--- src/rtl/wd_pkg.sv ---
package wd_pkg;

    typedef enum logic [1:0] {
        WD_HOLD = 2'd0,
        WD_RUN  = 2'd1,
        WD_TRIP = 2'd2
    } wd_state_e;

    function automatic int cnt_bits(input int limit);
        return (limit < 2) ? 1 : $clog2(limit);
    endfunction

endpackage

--- src/rtl/wd_sync.sv ---
module wd_sync #(
    parameter int STAGES = 2
) (
    input  logic clk_i,
    input  logic rst_ni,
    input  logic async_i,
    output logic sync_o
);
    logic [STAGES-1:0] sh_d, sh_q;

    generate
        if (STAGES == 1) begin : g_single
            always_comb sh_d = async_i;
        end else begin : g_chain
            always_comb sh_d = {sh_q[STAGES-2:0], async_i};
        end
    endgenerate

    always_ff @(posedge clk_i or negedge rst_ni) begin
        if (!rst_ni) sh_q <= '0;
        else         sh_q <= sh_d;
    end

    assign sync_o = sh_q[STAGES-1];
endmodule

--- src/rtl/wd_filter.sv ---
module wd_filter #(
    parameter int MIN_PULSE = 4
) (
    input  logic clk_i,
    input  logic rst_ni,
    input  logic level_i,
    output logic hit_o
);
    localparam int CW = wd_pkg::cnt_bits(MIN_PULSE + 1);
    localparam logic [CW-1:0] LAST = CW'(MIN_PULSE - 1);

    typedef struct packed {
        logic          lvl;
        logic [CW-1:0] cnt;
        logic          hit;
    } flt_t;

    flt_t flt_d, flt_q;

    always_comb begin
        flt_d     = flt_q;
        flt_d.hit = 1'b0;
        if (level_i == flt_q.lvl) begin
            flt_d.cnt = '0;
        end else if (flt_q.cnt == LAST) begin
            flt_d.lvl = level_i;
            flt_d.cnt = '0;
            flt_d.hit = 1'b1;
        end else begin
            flt_d.cnt = flt_q.cnt + 1'b1;
        end
    end

    always_ff @(posedge clk_i or negedge rst_ni) begin
        if (!rst_ni) flt_q <= '0;
        else         flt_q <= flt_d;
    end

    assign hit_o = flt_q.hit;

    generate
        if (MIN_PULSE > 1) begin : g_spacing
            AST_HIT_SPACED: assert property (@(posedge clk_i) disable iff (!rst_ni)
                hit_o |=> !hit_o);
        end
    endgenerate

    AST_HIT_NEEDS_CHANGE: assert property (@(posedge clk_i) disable iff (!rst_ni)
        $rose(hit_o) |-> $changed(flt_q.lvl));
endmodule

--- src/rtl/wd_timer.sv ---
module wd_timer #(
    parameter int TIMEOUT_CYC = 1000
) (
    input  logic clk_i,
    input  logic rst_ni,
    input  logic hold_i,
    input  logic hit_i,
    output logic trip_o
);
    import wd_pkg::*;

    localparam int TW = cnt_bits(TIMEOUT_CYC);
    localparam logic [TW-1:0] LAST = TW'(TIMEOUT_CYC - 1);

    typedef struct packed {
        logic [TW-1:0] cnt;
        wd_state_e     st;
    } tmr_t;

    tmr_t tmr_d, tmr_q;

    always_comb begin
        tmr_d = tmr_q;
        if (hold_i) begin
            tmr_d.cnt = '0;
            tmr_d.st  = WD_HOLD;
        end else if (hit_i) begin
            tmr_d.cnt = '0;
            tmr_d.st  = WD_RUN;
        end else if (tmr_q.st != WD_TRIP) begin
            if (tmr_q.cnt == LAST) begin
                tmr_d.cnt = '0;
                tmr_d.st  = WD_TRIP;
            end else begin
                tmr_d.cnt = tmr_q.cnt + 1'b1;
                tmr_d.st  = WD_RUN;
            end
        end
    end

    always_ff @(posedge clk_i or negedge rst_ni) begin
        if (!rst_ni) tmr_q <= '{cnt: '0, st: WD_HOLD};
        else         tmr_q <= tmr_d;
    end

    assign trip_o = (tmr_q.st == WD_TRIP);

    AST_HOLD_CLEARS: assert property (@(posedge clk_i) disable iff (!rst_ni)
        hold_i |=> (tmr_q.cnt == '0) && !trip_o);
    AST_HIT_RESTARTS: assert property (@(posedge clk_i) disable iff (!rst_ni)
        (hit_i && !hold_i) |=> (tmr_q.cnt == '0) && !trip_o);
    AST_TRIP_STICKY: assert property (@(posedge clk_i) disable iff (!rst_ni)
        (trip_o && !hit_i && !hold_i) |=> trip_o);
    AST_TRIP_AT_LIMIT: assert property (@(posedge clk_i) disable iff (!rst_ni)
        $rose(trip_o) |-> ($past(tmr_q.cnt) == LAST));
endmodule

--- src/rtl/wd_supervisor.sv ---
module wd_supervisor #(
    parameter int TIMEOUT_CYC = 1000,
    parameter int MIN_PULSE   = 4,
    parameter int SYNC_STAGES = 2
) (
    input  logic clk_i,
    input  logic rst_ni,
    input  logic sys_rst_i,
    input  logic supply_ok_i,
    input  logic wdi_i,
    input  logic wdi_driven_i,
    output logic wdo_no
);
    logic wdi_sync;
    logic wdi_hit;
    logic trip;

    wd_sync #(.STAGES(SYNC_STAGES)) u_sync (
        .clk_i   (clk_i),
        .rst_ni  (rst_ni),
        .async_i (wdi_i),
        .sync_o  (wdi_sync)
    );

    wd_filter #(.MIN_PULSE(MIN_PULSE)) u_filter (
        .clk_i   (clk_i),
        .rst_ni  (rst_ni),
        .level_i (wdi_sync),
        .hit_o   (wdi_hit)
    );

    wd_timer #(.TIMEOUT_CYC(TIMEOUT_CYC)) u_timer (
        .clk_i   (clk_i),
        .rst_ni  (rst_ni),
        .hold_i  (sys_rst_i | ~wdi_driven_i),
        .hit_i   (wdi_hit),
        .trip_o  (trip)
    );

    assign wdo_no = supply_ok_i & ~trip;

    AST_DISABLED_NO_TRIP: assert property (@(posedge clk_i) disable iff (!rst_ni)
        (!wdi_driven_i && supply_ok_i) |=> (wdo_no || !supply_ok_i));
endmodule

--- config.mk ---
export PLATFORM = sky130hd
export DESIGN_NAME = wd_supervisor
export DESIGN_NICKNAME = d
export VERILOG_FILES = /design/src/rtl/wd_pkg.sv /design/src/rtl/wd_sync.sv /design/src/rtl/wd_filter.sv /design/src/rtl/wd_timer.sv /design/src/rtl/wd_supervisor.sv
export SDC_FILE = /design/constraint.sdc
export NUM_CORES = 1
export LEC_CHECK = 0
export BUFFER_PORTS_ARGS = -buffer_cell sky130_fd_sc_hd__buf_2
export CAP_MARGIN = 20
export CELL_PAD_IN_SITES_DETAIL_PLACEMENT = 0
export CELL_PAD_IN_SITES_GLOBAL_PLACEMENT = 1
export CORE_MARGIN = 2
export CORE_UTILIZATION = 44
export CTS_BUF_LIST = sky130_fd_sc_hd__clkbuf_16
export DETAILED_ROUTE_END_ITERATION = 7
export PLACE_DENSITY = 0.78
export SLEW_MARGIN = 0
export SYNTH_ARGS = -nofsm -noshare
export SYNTH_HDL_FRONTEND = slang
export SYNTH_SLANG_ARGS = --single-unit
--- constraint.sdc ---
create_clock -name clk_i -period 1.7 [get_ports clk_i]
set_input_delay 0.085 -clock clk_i [delete_from_list [all_inputs] [get_ports clk_i]]
set_output_delay 0.085 -clock clk_i [all_outputs]
set_load 0.02 [all_outputs]
==> results of run 1 <==
-- state kept, by name, indices dropped and copies added, names as in the netlist --
name,flops
u_filter.flt_q,4
u_filter.hit_o,1
u_sync.sh_q,2
u_timer.tmr_q,12
-- final cells by class --
type,instances,area (sq um)
fillers,188,893
multi-input cells,68,404
flip-flops and latches,19,475
repair buffers,11,75.1
well taps,27,33.8
clock buffers,3,75.1
clock inverters,1,5.00
-- cells in the mapped netlist --
library cell  instances
nor3_1                3
ha_1                  2
xnor2_1               1
and2_1                2
nand3_1               8
clkbuf_1              1
o21ai_0               2
clkbuf_8              1
mux2_2                1
a211oi_1              1
nand3_2               1
nand4_1               3
or2_2                 1
nand2_1               9
and2b_2               1
or3b_2                1
nor2_1                5
xor2_1                2
nor3b_1               3
a31oi_1               2
nor2b_1               2
and4_2                1
dfrtp_1              19
nor4_1                3
or3_1                 3
a21oi_1              10
nand2b_1              1
buf_6                 1
-- layer usage --
metal,vias to the layer above,global-route usage (%)
met4,0,5.56
li1,353,-
met1,345,24.1
met2,9,23.6
met3,4,4.60
met5,-,0
-- placed cells by master, fill, tap and decap left out --
master / Yosys / routed
a211oi_1: 1 / 1
a21oi_1: 10 / 10
a31oi_1: 2 / 2
and2_1: 2 / 2
and2b_2: 1 / 1
and4_2: 1 / 1
buf_2: 0 / 6
buf_4: 0 / 2
clkbuf_16: 0 / 3
clkinv_2: 0 / 1
dfrtp_1: 19 / 19
dlygate4sd3_1: 0 / 3
ha_1: 2 / 2
mux2_2: 1 / 1
nand2_1: 9 / 9
nand2b_1: 1 / 1
nand3_1: 8 / 8
nand3_2: 1 / 1
nand4_1: 3 / 3
nor2_1: 5 / 5
nor2b_1: 2 / 2
nor3_1: 3 / 3
nor3b_1: 3 / 3
nor4_1: 3 / 3
o21ai_0: 2 / 2
or2_2: 1 / 1
or3_1: 3 / 3
or3b_2: 1 / 1
xnor2_1: 1 / 1
xor2_1: 2 / 2
-- repair_timing --
action	in CTS	in global routing
hold buffers	2	1
endpoints found under the hold margin	20	1
endpoints found under the setup margin	0	0
-- cells by family (layout without fill, tap and decap cells) --
family	count (synthesis)	in the layout	share of synthesized area (%)
and+or+nand+nor	47	47	28.8
DFF	19	19	52.3
AOI/OAI and AO/OA	15	15	8.82
xor gates and xnor gates	3	3	2.89
buffers and inverters	3	15	3.17
adders and majority gates	2	2	2.75
muxes	1	1	1.24
-- worst max-delay path, cell delays in order (launching register included) --
cell and delay (ps):
dfrtp_1 380, ha_1 190, nand2_1 50, or3_1 350, or3_1 310, a31oi_1 180
-- how the worst min path moves through the flow --
stage | from | end | slack (ps) | cells past startpoint
after floorplan | rst_ni | u_filter.flt_q[1] | -210 | 0
after global placement | rst_ni | u_timer.tmr_q[8] | 40 | 1
after detailed placement | rst_ni | u_timer.tmr_q[8] | 50 | 1
after CTS | sys_rst_i | u_timer.tmr_q[0] | 3 | 2
after global routing | wdi_driven_i | u_timer.tmr_q[0] | 100 | 2
final | wdi_driven_i | u_timer.tmr_q[0] | 110 | 2
-- metrics by stage --
step	util [%]	cell area [sq um]
CTS	54.0	1060
floorplan	-	908
global route	54.5	1070
finish	54.5	1070
global placement	48.9	958
detailed placement	48.9	958
-- power by group --
part | internal (mW) | switching (mW)
logic | 0.0582 | 0.0564
registers | 0.494 | 0.0213
clock network | 0.315 | 0.162
==> flow_summary.ini, run 1 <==
[floorplanning]
core-area_sq_um = 1960
placementRows = 16
fp.dieW_microns = 49.4
die_y_microns = 49.4
die_area_sq_um = 2440
ios = 7
start_util_pct = 46.3

[grt]
grt_pass1_vias = 658
antenna_found_initial = 0
grt_pass1_wl_mm = 3.03
gr-total-overflow = 0
grt_max_degree = 20
track_usage_pct = 16.5

[synth]
synth-seq-cells = 19
ys_seq_area_share_pct = 52.3
syn_inst = 90
synth_nets = 98
synth.area.top_cells = dfrtp_1 (52%), a21oi_1 (5.5%), nand3_1 (4.4%)
syn_area_per_cell_sq_um = 10.1
synth_cell_types = 28
synth_warnings = 0
synth.largest_area_cell = dfrtp_1
synth.cell_area_sq_um = 908
synth_top_area_share_pct = 52.3

[route]
viasPerCell = 5.51
first_iter_violations = 17
met3WireLength_microns = 57
ant_nets = 0
m1WireLength_microns = 878
routed.top_layer = met4
dr.pass1.iters = 4
wl_mm = 1.73
wl_per_cell_microns = 13.4
wl_met2_microns = 778
drcViolationCount = 0
vias = 711

[worst_setup_path]
end_kind = register
path_class = register to register
cp_max_fo = 4
crit_end = u_timer.tmr_q[10]
arrival_ps = 1710
reg2reg_from = u_timer.tmr_q[2]
critPathRequiredTime_ps = 1860
r2r_end = u_timer.tmr_q[10]
r2r_slack_ps = 160
crit_start = u_timer.tmr_q[2]
start_kind = register
rr_worst_depth = 5

[sta]
max_slew_margin_pct = 72.0
drv_slew = 0
worst_slew_pin_slew_ps = 421
setup_viol = 0
final_hold_viol_count = 0
skew_ps = 5.35
rsz0062_at_grt = no
fmax_mhz = 648
setup-tns-final_ps = 0
fin_hold_ws_ps = 111
min_period_ps = 1540
period_share_pct = 90.8
setup_ws_ps = 156

[final_layout]
antenna_cells = 0
num-nets-final = 111
area_growth_pct = 17.6
fin_cells = 129
drive_gt1_share_pct = 17.6

[pwr]
p_leak_nw = 0.433
total_power_mw = 1.11
power_density_nw_per_um2 = 1040
peakVddDrop_v = 0.000519

[clock_network]
clk_pin_slew_worst_paths_ps = 60
clock_latency_ps = 250
clockRootBuffer = clkbuf_16
cts.sinks = 19
post_cts_buffers = 0
cts_made_buffers = 3
post_cts_resized = 0
cts_tree = done
clockBufferDepth = 2
htree_levels = 1

[placed_design]
dpl_worst_slack_ps = 190
detailed_place_hpwl_mm = 1.14
gp_congestion = 0.824
dp_cells = 122
port-buffer-count = 6

[run_status]
outcome = completed

[flow_run]
drv_cap = 0

[min_path]
hp-class = input pin to register
No activity file was read; power rests on OpenSTA's default activity.
==> run 2, diff against run 1 <==
- CORE_ASPECT_RATIO: default -> 0.8
- clock period: 1.7 -> 1.6 ns (I/O delays scaled with it)
==> run 2 against run 1 <==
Against the previous run:
- via count up 0.14%
- worst hold slack worse by 110 ps
- sequential power up 6.0%
- clock power up 5.2%
- flip-flop and latch count unchanged
- global-route usage up 1.5 points
==> flow_summary.ini, run 2 (synthesis gave the netlist of run 1 again) <==
[run_status]
outcome = completed

[final_layout]
largest_register_ffs = 12
layout_common_cells = dfrtp_1 (19), a21oi_1 (10), nand2_1 (9)
multiInputGateArea_sq_um = 410
fillers = 173
antenna_cells = 0
reg.largest.list = u_timer.tmr_q (12), u_filter.flt_q (4), u_sync.sh_q (2)
largest_register = u_timer.tmr_q
final_common_cell = dfrtp_1
area_growth_pct = 18.3
design_area_sq_um = 1070
fin_cells = 127
drive_gt1_share_pct = 20.4
num-nets-final = 112
seqCellArea_sq_um = 475

[worst_setup_path]
critPathRequiredTime_ps = 1770
path_class = register to register
arrival_ps = 1670
rr_worst_depth = 5
start_kind = register
cp_max_fo = 3
end_kind = register

[grt]
grt_max_degree = 20
grt_pass1_wl_mm = 3.04
gr-total-overflow = 0
antenna_found_initial = 0
grt_pass1_vias = 678
track_usage_pct = 18.0

[clock_network]
cts_tree = done
cts_made_buffers = 3
htree_levels = 1
cts.sinks = 19
clockRootBuffer = clkbuf_16
post_cts_buffers = 0
clockBufferDepth = 2
clk_pin_slew_worst_paths_ps = 50
clock_latency_ps = 250

[pwr]
peakVddDrop_v = 0.000974
total_power_mw = 1.17
power_density_nw_per_um2 = 1090
p_leak_nw = 0.444

[placed_design]
dp_cells = 121
dpl_cell_area_sq_um = 970
detailed_place_hpwl_mm = 1.22
gp_congestion = 0.814
port-buffer-count = 6
dpl_worst_slack_ps = 101

[sta]
fmax_mhz = 669
max_slew_margin_pct = 71.3
final_hold_viol_count = 0
skew_ps = 3.64
min_period_ps = 1500
rsz0062_at_grt = no
drv_slew = 0
setup_ws_ps = 104
period_share_pct = 93.5
setup_viol = 0
worst_slew_pin_slew_ps = 430
setup-tns-final_ps = 0

[route]
ant_nets = 0
vias = 712
first_iter_violations = 22
wl_mm = 1.79
wl_per_cell_microns = 14.1
dr.pass1.iters = 4
viasPerCell = 5.61
drcViolationCount = 0

[floorplanning]
placementRows = 14
die_area_sq_um = 2450
core-area_sq_um = 1910
fp.dieW_microns = 54.8
ios = 7
start_util_pct = 47.6
die_y_microns = 44.6

[min_path]
hp-class = input pin to register
holdPathStages = 2

[flow_run]
drv_cap = 0
-- run 2: cell count changes in the layout (fill, tap and decap cells not counted), sizes merged --
cell         delta
buf             +2
inv             +1
clkinv          -1
dlygate4sd3     -1
-- run 2: area by class of cell --
| type | instances | area share [%] |
|---|---|---|
| clock buffers | 3 | 6.98 |
| clock inverters | 1 | 0.349 |
| multi-input cells | 68 | 38.2 |
| flip-flops and latches | 19 | 44.2 |
| well taps | 24 | 2.79 |
| repair buffers | 12 | 7.45 |
-- run 2: where the power goes --
part	switching (mW)	internal, mW
combinational	0.0595	0.0627
clock	0.170	0.332
sequential	0.0219	0.524
-- run 2: per-stage QoR --
step / hold slack [ps] / utilization [%]
after floorplan: -216 / -
after global placement: 43.5 / 50.8
after detailed placement: 46.3 / 50.8
after CTS: 5.64 / 56.0
after global routing: 5.90 / 56.3
final: 3.10 / 56.3
-- run 2: routing by layer --
metal / track usage (%) / routed length [microns]
met5: 0 / 0
met1: 24.8 / 939
met4: 5.00 / 12
met2: 26.0 / 734
met3: 7.43 / 101
-- run 2: path summary, 6_finish.rpt --
kind / start / end / slack (ps)
setup reg to reg: u_timer.tmr_q[3] / u_timer.tmr_q[10] / 100
max in group asynchronous: rst_ni / u_filter.flt_q[2] / 990
hold reg to reg: u_sync.sh_q[0] / u_sync.sh_q[1] / 340
setup / recovery: u_timer.tmr_q[3] / u_timer.tmr_q[10] / 100
min in group asynchronous: rst_ni / u_timer.tmr_q[9] / 300
hold / removal: sys_rst_i / u_timer.tmr_q[0] / 3
-- run 2: repair_timing --
| action | in CTS | in global routing |
|---|---|---|
| hold buffers | 2 | 0 |
| hold endpoints to repair | 20 | 0 |
| gates resized for setup | 0 | 2 |
| setup endpoints to repair | 0 | 2 |
-- run 2: critical path, cell delays in order (launching register included) --
cell	delay, ps
dfrtp_1	370
ha_1	180
nand2_1	50
or3_1	350
or3_1	310
a31oi_1	160
==> run 3, diff against run 2 <==
- ABC_AREA: default -> 1
- CORE_UTILIZATION: 44 -> 42
- CTS_CLUSTER_SIZE: default -> 8
==> run 3 against run 2 <==
Against the previous run:
- register-to-register slack better by 160 ps
- critical path depth up 3
- non-clock buffer count down 4
- die area up 11%
- clock-buffer cell count unchanged
- worst hold slack better by 140 ps
- core utilization down 4.2 points
- maximum frequency up 12%
- largest power group unchanged
- largest cell class unchanged
- first-iteration DRC count unchanged
- cell area up 5.5%
==> flow_summary.ini, run 3 <==
[synth]
syn_inst = 124
synth_nets = 132
synth_warnings = 0
synth_top_area_share_pct = 48.9
synth_flop_cell = dfrtp_1
synth_edf_count = 0
synth.cell_area_sq_um = 972
synth.most_common_cell = nand2_1
synth-seq-cells = 19
synthArstFlopShare_pct = 100
synth_cell_types = 20
synth.area.top_cells = dfrtp_1 (49%), nand2_1 (14%), inv_1 (6.9%)
synth.largest_area_cell = dfrtp_1
synthTopCellsByCount = nand2_1 (36), dfrtp_1 (19), inv_1 (18), nor2_1 (15), nand3_1 (10)
ys_seq_area_share_pct = 48.9
syn_area_per_cell_sq_um = 7.84

[placed_design]
detailed_place_hpwl_mm = 1.24
dpl_cell_area_sq_um = 1030
gp_congestion = 0.755
port-buffer-count = 6
dp_cells = 155
dpl_worst_slack_ps = 288

[final_layout]
largest_register_ffs = 12
num-nets-final = 145
final_common_cell = nand2_1
reg.largest.list = u_timer.tmr_q (12), u_filter.flt_q (4), u_sync.sh_q (2)
fillers = 226
seqCellArea_sq_um = 475
layout_common_cells = nand2_1 (36), dfrtp_1 (19), inv_1 (18)
largest_register = u_timer.tmr_q
area_growth_pct = 16.6
design_area_sq_um = 1130
fin_cells = 161
antenna_cells = 0
multiInputGateArea_sq_um = 425
post-route-util_pct = 52.1
drive_gt1_share_pct = 16.2

[pwr]
peakVddDrop_v = 0.000763
total_power_mw = 1.20
power_density_nw_per_um2 = 1060
p_leak_nw = 0.574

[min_path]
holdPathStages = 4
min_from = sys_rst_i
hp-class = input pin to register
holdPathEnd = u_timer.tmr_q[0]

[sta]
skew_ps = 1.86
min_period_ps = 1330
fmax_mhz = 751
max_slew_margin_pct = 71.7
setup_viol = 0
worst_slew_pin_slew_ps = 425
period_share_pct = 83.3
drv_slew = 0
fin_hold_ws_ps = 146
setup_ws_ps = 268
final_hold_viol_count = 0
setup-tns-final_ps = 0
rsz0062_at_grt = no

[worst_setup_path]
rr_worst_depth = 8
end_kind = register
cp_max_fo = 5
crit_buf_inv = 1
r2r_end = u_timer.tmr_q[10]
cp_common_cell = nand2_1
crit_chain = ha_1, nand2_2, nor2_2, nand3_2, nand3_1, inv_2, nand2_1, nand2_1
critPathRequiredTime_ps = 1740
path_class = register to register
start_kind = register
slowest_stage = dfrtp_1
crit_family = simple AND/OR/NAND/NOR gates
slowest_delay_ps = 390
r2r_slack_ps = 270
arrival_ps = 1480
reg2reg_from = u_timer.tmr_q[2]

[grt]
grt_max_degree = 20
gr-total-overflow = 0
grt_pass1_vias = 639
antenna_found_initial = 0
grt_pass1_wl_mm = 2.99
track_usage_pct = 15.5

[floorplanning]
core-area_sq_um = 2180
die_y_microns = 47.0
ios = 7
placementRows = 15
die_area_sq_um = 2720
fp.dieW_microns = 57.8
start_util_pct = 44.7

[route]
drcViolationCount = 0
dr.pass1.iters = 4
first_iter_violations = 22
wl_mm = 1.69
viasPerCell = 4.72
wl_per_cell_microns = 10.5
ant_nets = 0
vias = 760

[clock_network]
post_cts_resized = 0
clk_pin_slew_worst_paths_ps = 50
clockRootBuffer = clkbuf_16
cts_made_buffers = 3
cts.sinks = 19
post_cts_buffers = 0
cts_tree = done
clock_latency_ps = 250
htree_levels = 1
clockBufferDepth = 2

[flow_run]
drv_cap = 0

[run_status]
outcome = completed
[run 3: cell types whose count changed in the layout (fill, tap and decap cells not counted), moves of 3 or more]
cell / before / now
a21oi_1: 10 / 3
buf_4: 4 / 0
inv_1: 1 / 18
nand2_1: 9 / 36
nand2_2: 0 / 3
nor2_1: 5 / 15
nor2_2: 0 / 4
nor4_1: 3 / 0
or3_1: 3 / 0
[run 3: worst max-delay path by stage]
| stage | from | endpoint | slack [ps] | cells past startpoint |
|---|---|---|---|---|
| after CTS | u_timer.tmr_q[2] | u_timer.tmr_q[9] | 280 | 8 |
| after global placement | u_timer.tmr_q[2] | u_timer.tmr_q[10] | 330 | 8 |
| after floorplan | u_timer.tmr_q[2] | u_timer.tmr_q[3] | 420 | 8 |
| after global routing | u_timer.tmr_q[3] | u_timer.tmr_q[9] | 140 | 8 |
| final | u_timer.tmr_q[2] | u_timer.tmr_q[10] | 270 | 8 |
| after detailed placement | u_timer.tmr_q[2] | u_timer.tmr_q[9] | 290 | 8 |
[run 3: logic make-up (layout without fill, tap and decap cells)]
family          after synthesis  after routing  synth area share [%]
buf+inv                      19             31                  7.34
compound gates                6              6                  3.35
flops                        19             19                  48.9
fa+ha+maj                     2              2                  2.57
simple gates                 76             76                  35.8
mux                           1              1                  1.16
xor+xnor                      1              1                 0.901
[run 3: power by group]
group | internal [mW] | switching, mW | total, mW
Combinational | 0.0615 | 0.0719 | 0.133
Clock | 0.335 | 0.180 | 0.515
Sequential | 0.524 | 0.0247 | 0.549
[run 3: cell type report]
class | count | share of cell area (%)
tap | 25 | 2.76
inverter | 19 | 6.29
sequential | 19 | 41.9
timing repair buffer | 8 | 4.42
clock inverter | 1 | 0.442
clock buffer | 3 | 6.62
multi-input combinational | 86 | 37.5
[run 3: per-layer routing]
layer	vias up	GRT usage (%)	routed length, microns
met4	0	8.37	19
met3	4	5.23	102
met2	19	20.9	666
li1	407	-	-
met1	330	21.9	898
met5	-	0	0
[run 3: timing repair]
| action | 4_1_cts | 5_1_grt |
|---|---|---|
| setup endpoints to repair | 0 | 0 |
| hold endpoints to repair | 20 | 0 |
| hold buffers | 2 | 0 |
[run 3: worst min-delay path, cell delays in order]
cell	delay (ps)
buf_2	80
nor2_2	40
inv_1	100
a21oi_1	50
